`src/rtl/dadda_pkg.sv`:
```
// Package dadda_pkg
// Elaboration-time planning for the Dadda reduction: the height-limit
// schedule, the layer count, and the counters that each column of each
// layer needs. Assumes W >= 3 and 2*W <= MAX_COLS.
package dadda_pkg;

    localparam int MAX_COLS = 128;

    // k-th schedule limit: 2, 3, 4, 6, 9, 13, 19, ...
    function automatic int d_limit(input int k);
        int d;
        d = 2;
        for (int i = 1; i < k; i++) d = (d * 3) / 2;
        return d;
    endfunction

    // Number of reduction layers needed for a W-bit operand
    function automatic int n_layers(input int w);
        int n;
        n = 0;
        while (d_limit(n + 1) < w) n++;
        return n;
    endfunction

    // Column limit that layer l (0 = first) must reach
    function automatic int layer_limit(input int w, input int l);
        return d_limit(n_layers(w) - l);
    endfunction

    // what: 0 = full adders, 1 = half adders, 2 = input height of the column
    function automatic int plan(input int w, input int lyr, input int col, input int what);
        int ht [MAX_COLS];
        int cin, f, h, cur, lim, res;
        res = 0;
        for (int c = 0; c < MAX_COLS; c++)
            ht[c] = (c < w) ? c + 1 : ((c < 2 * w) ? 2 * w - 1 - c : 0);
        for (int l = 0; l <= lyr; l++) begin
            lim = layer_limit(w, l);
            cin = 0;
            for (int c = 0; c < 2 * w; c++) begin
                f = 0;
                h = 0;
                cur = ht[c] + cin;
                while (cur > lim) begin
                    if (cur - lim >= 2) begin
                        f++;
                        cur -= 2;
                    end else begin
                        h++;
                        cur -= 1;
                    end
                end
                if (l == lyr && c == col)
                    res = (what == 0) ? f : ((what == 1) ? h : ht[c]);
                ht[c] = cur;
                cin = f + h;
            end
        end
        return res;
    endfunction

    // Total counters of one kind over the whole tree
    function automatic int counter_total(input int w, input int what);
        int t;
        t = 0;
        for (int l = 0; l < n_layers(w); l++)
            for (int c = 0; c < 2 * w; c++)
                t += plan(w, l, c, what);
        return t;
    endfunction

endpackage

```
`src/rtl/dadda_pp.sv`:
```
// Module dadda_pp
// Forms the W*W AND partial products and packs them by weight: column c
// holds every a[j]&b[i] with i+j == c, from the bottom row up. Unused
// rows of a column are tied to zero. Purely combinational.
module dadda_pp #(
    parameter int W = 16
) (
    input  logic [W-1:0]                op_a,
    input  logic [W-1:0]                op_b,
    output logic [2*W-1:0][W-1:0]       pp_cols
);

    localparam int NC = 2 * W;

    for (genvar c = 0; c < NC; c++) begin : g_col
        localparam int LO = (c < W) ? 0 : c - W + 1;
        localparam int HT = (c < W) ? c + 1 : NC - 1 - c;
        for (genvar r = 0; r < W; r++) begin : g_row
            // Each row is one AND gate, or a constant zero above the column height
            if (r < HT) begin : g_and
                assign pp_cols[c][r] = op_a[c - LO - r] & op_b[LO + r];
            end else begin : g_zero
                assign pp_cols[c][r] = 1'b0;
            end
        end
    end

endmodule

```
`src/rtl/dadda_layer.sv`:
```
// Module dadda_layer
// One reduction layer. Column c applies the full and half adders chosen
// for it by the planner to its lowest input bits. The rest pass through,
// and the carries of column c-1 stack on top. Output column order is FA sums,
// HA sums, pass-through bits, incoming carries. Assumes the planner never
// asks for more counter inputs than the column holds.
module dadda_layer #(
    parameter int W   = 16,
    parameter int LYR = 0,
    parameter int OH  = 16
) (
    input  logic [2*W-1:0][W-1:0]  col_i,
    output logic [2*W-1:0][OH-1:0] col_o
);

    localparam int NC = 2 * W;

    logic [W-1:0] cy [NC-1];

    for (genvar c = 0; c < NC; c++) begin : g_col
        localparam int F  = dadda_pkg::plan(W, LYR, c, 0);
        localparam int H  = dadda_pkg::plan(W, LYR, c, 1);
        localparam int HI = dadda_pkg::plan(W, LYR, c, 2);
        localparam int K  = F + H;
        localparam int PT = HI - 3 * F - 2 * H;

        logic [W-1:0] cin;
        logic [W-1:0] sm;
        logic [W-1:0] nxt;

        if (c > 0) begin : g_cin
            assign cin = cy[c-1];
        end else begin : g_nocin
            assign cin = '0;
        end

        // Sum bits of this column's full and half adders
        always_comb begin
            sm = '0;
            for (int k = 0; k < F; k++)
                sm[k] = col_i[c][3*k] ^ col_i[c][3*k+1] ^ col_i[c][3*k+2];
            for (int k = 0; k < H; k++)
                sm[F+k] = col_i[c][3*F+2*k] ^ col_i[c][3*F+2*k+1];
        end

        if (c < NC - 1) begin : g_carry
            logic [W-1:0] co;
            // Carry bits of this column's counters, sent to column c+1
            always_comb begin
                co = '0;
                for (int k = 0; k < F; k++)
                    co[k] = (col_i[c][3*k] & col_i[c][3*k+1])
                          | (col_i[c][3*k] & col_i[c][3*k+2])
                          | (col_i[c][3*k+1] & col_i[c][3*k+2]);
                for (int k = 0; k < H; k++)
                    co[F+k] = col_i[c][3*F+2*k] & col_i[c][3*F+2*k+1];
            end
            assign cy[c] = co;
        end

        assign nxt = sm | ((col_i[c] >> (3 * F + 2 * H)) << K) | (cin << (K + PT));
        assign col_o[c] = nxt[OH-1:0];
    end

endmodule

```
`src/rtl/dadda_cpa.sv`:
```
// Module dadda_cpa
// Final carry-propagate adder. Splits the two-high columns into two row
// vectors and adds them. The carry out of the top column is dropped,
// because an unsigned W x W product always fits 2W bits.
module dadda_cpa #(
    parameter int W = 16
) (
    input  logic [2*W-1:0][1:0] rows,
    output logic [2*W-1:0]      sum
);

    logic [2*W-1:0] row_lo;
    logic [2*W-1:0] row_hi;

    // Split the column pairs into two addend rows
    always_comb begin
        for (int c = 0; c < 2 * W; c++) begin
            row_lo[c] = rows[c][0];
            row_hi[c] = rows[c][1];
        end
    end

    assign sum = row_lo + row_hi;

endmodule

```
`src/rtl/dadda_mult.sv`:
```
// Module dadda_mult
// Unsigned W x W Dadda tree multiplier: partial products, a planned chain
// of reduction layers, and a final adder. With REG_OUT = 1 the product and
// a valid flag are registered (one cycle latency, synchronous active-low
// reset). Otherwise the outputs are combinational and clk/rst_n are unused.
// Assumes 3 <= W <= 64.
module dadda_mult #(
    parameter int W       = 16,
    parameter bit REG_OUT = 1'b1
) (
    input  logic           clk,
    input  logic           rst_n,
    input  logic [W-1:0]   op_a,
    input  logic [W-1:0]   op_b,
    input  logic           op_vld,
    output logic [2*W-1:0] prod,
    output logic           prod_vld
);

    localparam int NC = 2 * W;
    localparam int NL = dadda_pkg::n_layers(W);

    logic [NL-1:0][NC-1:0][W-1:0] stg;
    logic [NC-1:0][1:0]           fin;
    logic [NC-1:0]                prod_c;

    dadda_pp #(.W(W)) u_pp (
        .op_a    (op_a),
        .op_b    (op_b),
        .pp_cols (stg[0])
    );

    for (genvar l = 0; l < NL; l++) begin : g_lay
        if (l < NL - 1) begin : g_mid
            dadda_layer #(.W(W), .LYR(l), .OH(W)) u_layer (
                .col_i (stg[l]),
                .col_o (stg[l+1])
            );
        end else begin : g_last
            dadda_layer #(.W(W), .LYR(l), .OH(2)) u_layer (
                .col_i (stg[l]),
                .col_o (fin)
            );
        end
    end

    dadda_cpa #(.W(W)) u_cpa (
        .rows (fin),
        .sum  (prod_c)
    );

    if (REG_OUT) begin : g_reg
        logic [NC-1:0] prod_q;
        logic          vld_q;
        // Output register: capture on valid, hold otherwise, clear on reset
        always_ff @(posedge clk) begin
            if (!rst_n) begin
                prod_q <= '0;
                vld_q  <= 1'b0;
            end else begin
                vld_q <= op_vld;
                if (op_vld) prod_q <= prod_c;
            end
        end
        assign prod     = prod_q;
        assign prod_vld = vld_q;
    end else begin : g_comb
        assign prod     = prod_c;
        assign prod_vld = op_vld;
    end

endmodule

```
`config.mk`:
```
export PLATFORM = sky130hd
export DESIGN_NAME = dadda_mult
export DESIGN_NICKNAME = d
export VERILOG_FILES = /design/src/rtl/dadda_pkg.sv /design/src/rtl/dadda_pp.sv /design/src/rtl/dadda_layer.sv /design/src/rtl/dadda_cpa.sv /design/src/rtl/dadda_mult.sv
export SDC_FILE = /design/constraint.sdc
export NUM_CORES = 1
export LEC_CHECK = 0
export BUFFER_PORTS_ARGS = -buffer_cell sky130_fd_sc_hd__buf_2
export CORE_MARGIN = 2
export CORE_UTILIZATION = 35
export CTS_BUF_LIST = sky130_fd_sc_hd__clkbuf_16
export DETAILED_ROUTE_END_ITERATION = 10
export GPL_TIMING_DRIVEN = 1
export SYNTH_ARGS = -nofsm -noshare
export SYNTH_HDL_FRONTEND = slang
export SYNTH_HIERARCHICAL = 1
export SYNTH_SLANG_ARGS = --single-unit
```
`constraint.sdc`:
```
create_clock -name clk -period 9.6 [get_ports clk]
set_input_delay 2.4 -clock clk [delete_from_list [all_inputs] [get_ports clk]]
set_output_delay 2.4 -clock clk [all_outputs]
set_load 0.03 [all_outputs]
```
==> impl_metrics.tcl <==
set metrics [dict create \
    core_area_um2 51100 \
    syn_inst 2077 \
    rsz0062_at_grt "false" \
    cts_resized 0 \
    comb_power_share_pct 89.6 \
    drt_wl_total_um 28200 \
    pwr_density_cell_nw_per_um2 314 \
    post-cts-setup-buffers 0 \
    p_int_mw 1.68 \
    ioPinCount 68 \
    hold_buffers 0 \
    syn2layout_area_growth_pct -33.8 \
    yosysWarnings 6 \
    die_h_um 231 \
    htreeDepth 2 \
    place.detailed.hpwl_um 22300 \
    skew_ps 0 \
    power_leakage_nw 5.05 \
    period_needed_ps 8360 \
    ff_latch_area_um2 661 \
    cp.required_ps 9770 \
    drt_iter0_drc 281 \
    multi_input_comb_area_um2 9900 \
    overflow 0 \
    power.total_mw 3.75 \
    hold_viol 0 \
    critical_path_class "in -> reg" \
    fin_tns_setup_ps 0 \
    arrival_ps 8530 \
    dieArea_um2 53400 \
    num-fill-cells 5535 \
    cp_max_fo 16 \
    slowest_delay_ps 530 \
    syn_area_um2 18000 \
    cp_common_cell "fa_1" \
    p_sw_share_pct 55.1 \
    clock_latency_ps 280 \
    avgSynthCellArea_um2 8.69 \
    grt_max_degree 34 \
    critPathLaunchType "primary input" \
    cts_root_buffer "clkbuf_16" \
    cts_made_buffers 5 \
    nets 1544 \
    antenna_found_initial 6 \
    end_kind "flip-flop" \
    finalMaxSlewViolations 0 \
    start_util_pct 35.3 \
    maxCapViolations 0 \
    seqPwrFrac_pct 5.5 \
    fmax_mhz 120 \
    slew_headroom_pct 32.5 \
    path_cells "buf_2 -> and2_1 -> fa_1 -> fa_1 -> fa_1 -> or2_1 -> fa_1 -> fa_1 -> or2_1 -> fa_1 -> or2_1 -> ha_1 -> a211oi_1 -> o21ai_0 -> o311ai_1 -> o21ai_0 -> a311oi_1 -> o21bai_1 -> xor2_1 -> mux2i_1 -> nor2b_1" \
    die_x_um 231 \
    wl_per_cell_um 14.5 \
    drc_errors 0 \
    outcome "complete, no violations" \
    post_drt_via_cell_ratio 3.75 \
    clkTransAtPathRegs_ps 60 \
    net-switching-power_mw 2.07 \
    tightest_slew_ps 1010 \
    fin_util_pct 23.4 \
    clockBufferDepth 2 \
    setup_viol 0 \
    drive_gt1_share_pct 7.33 \
    holdCritPathClass "reg -> reg" \
    numClockSinks 33 \
    firstDrtPassIters 4 \
    grt_pass1_vias 7969 \
    cp_slowest_cell "fa_1" \
    gp_congestion 0.831 \
    ant_nets 0 \
    grt_pass1_wl_um 45700 \
    rows 83 \
    vias 7318 \
    ir_drop_mv 0.222 \
    grt_use_total_pct 10.9 \
    power_frac_clock_pct 4.9 \
    io_buffers 67 \
    cts_tree "built" \
    min_period_over_period_pct 87.1 \
]
[sequential cells by signal, indices dropped and copies added (netlist names)]
signal and cells:
prod 32, prod_vld 1
[per-stage QoR]
step / worst slack [ps] / std cells / area, um^2 / hold WS, ps
finish: 1240 / 1949 / 11900 / 504
global route: 921 / 1949 / 11900 / 533
CTS: 1330 / 1948 / 11900 / 512
detailed placement: 1030 / 1940 / 11800 / 499
global placement: 1060 / 1940 / 11800 / 491
floorplan: 1550 / 2275 / 18800 / 640
[final cells by class]
cell class	instances	area share, %
multi-input combinational	1154	82.9
clock buffer	5	1.05
tap	680	7.13
clock inverter	3	0.346
sequential	33	5.53
inverter	6	0.189
timing repair buffer	67	2.81
antenna	1	0.0210
[cell usage in the layout (no fill, tap or decap), drive strengths merged, types with 12 or more instances in the layout]
cell	count
xnor2	13
and2	258
nand2	18
o21ai	15
dfxtp	33
nor2	12
fa	196
conb	201
a21o	19
ha	46
xor2	15
buf	67
mux2i	34
a21oi	29
or2	201
nor2b	33
[routing by layer]
layer	routed length [um]	global-route usage [%]	vias to the layer above
met5	60	0	-
met4	547	2.48	10
met3	978	1.59	41
met2	13500	19.1	142
met1	13200	14.1	3537
li1	-	-	3588
[power by group through the flow]
stage / Clock, mW / Sequential (mW) / Combinational (mW)
after global placement: 0 / 0.211 / 3.30
final: 0.183 / 0.207 / 3.36
after detailed placement: 0 / 0.212 / 3.35
after CTS: 0.192 / 0.210 / 3.36
after floorplan: 0 / 0.282 / 2.78
after global routing: 0.196 / 0.213 / 3.78
[critical path: cells and delay by family]
family,cells,cell delay [ps]
AOI/OAI and AO/OA,6,1390
buffers and inverters,1,350
xor gates and xnor gates,1,150
and+or+nand+nor,5,1020
muxes,1,130
adders and majority gates,7,3080
[final timing paths]
| path | startpoint | endpoint | slack, ps | depth (start not counted) |
|---|---|---|---|---|
| max | op_b[5] | prod[26] | 1240 | 21 |
| min | prod[20] | prod[20] | 500 | 2 |
| max reg2reg | prod[6] | prod[6] | 8950 | 2 |
| min reg2reg | prod[20] | prod[20] | 500 | 2 |
(Power assumes the default switching activity.)
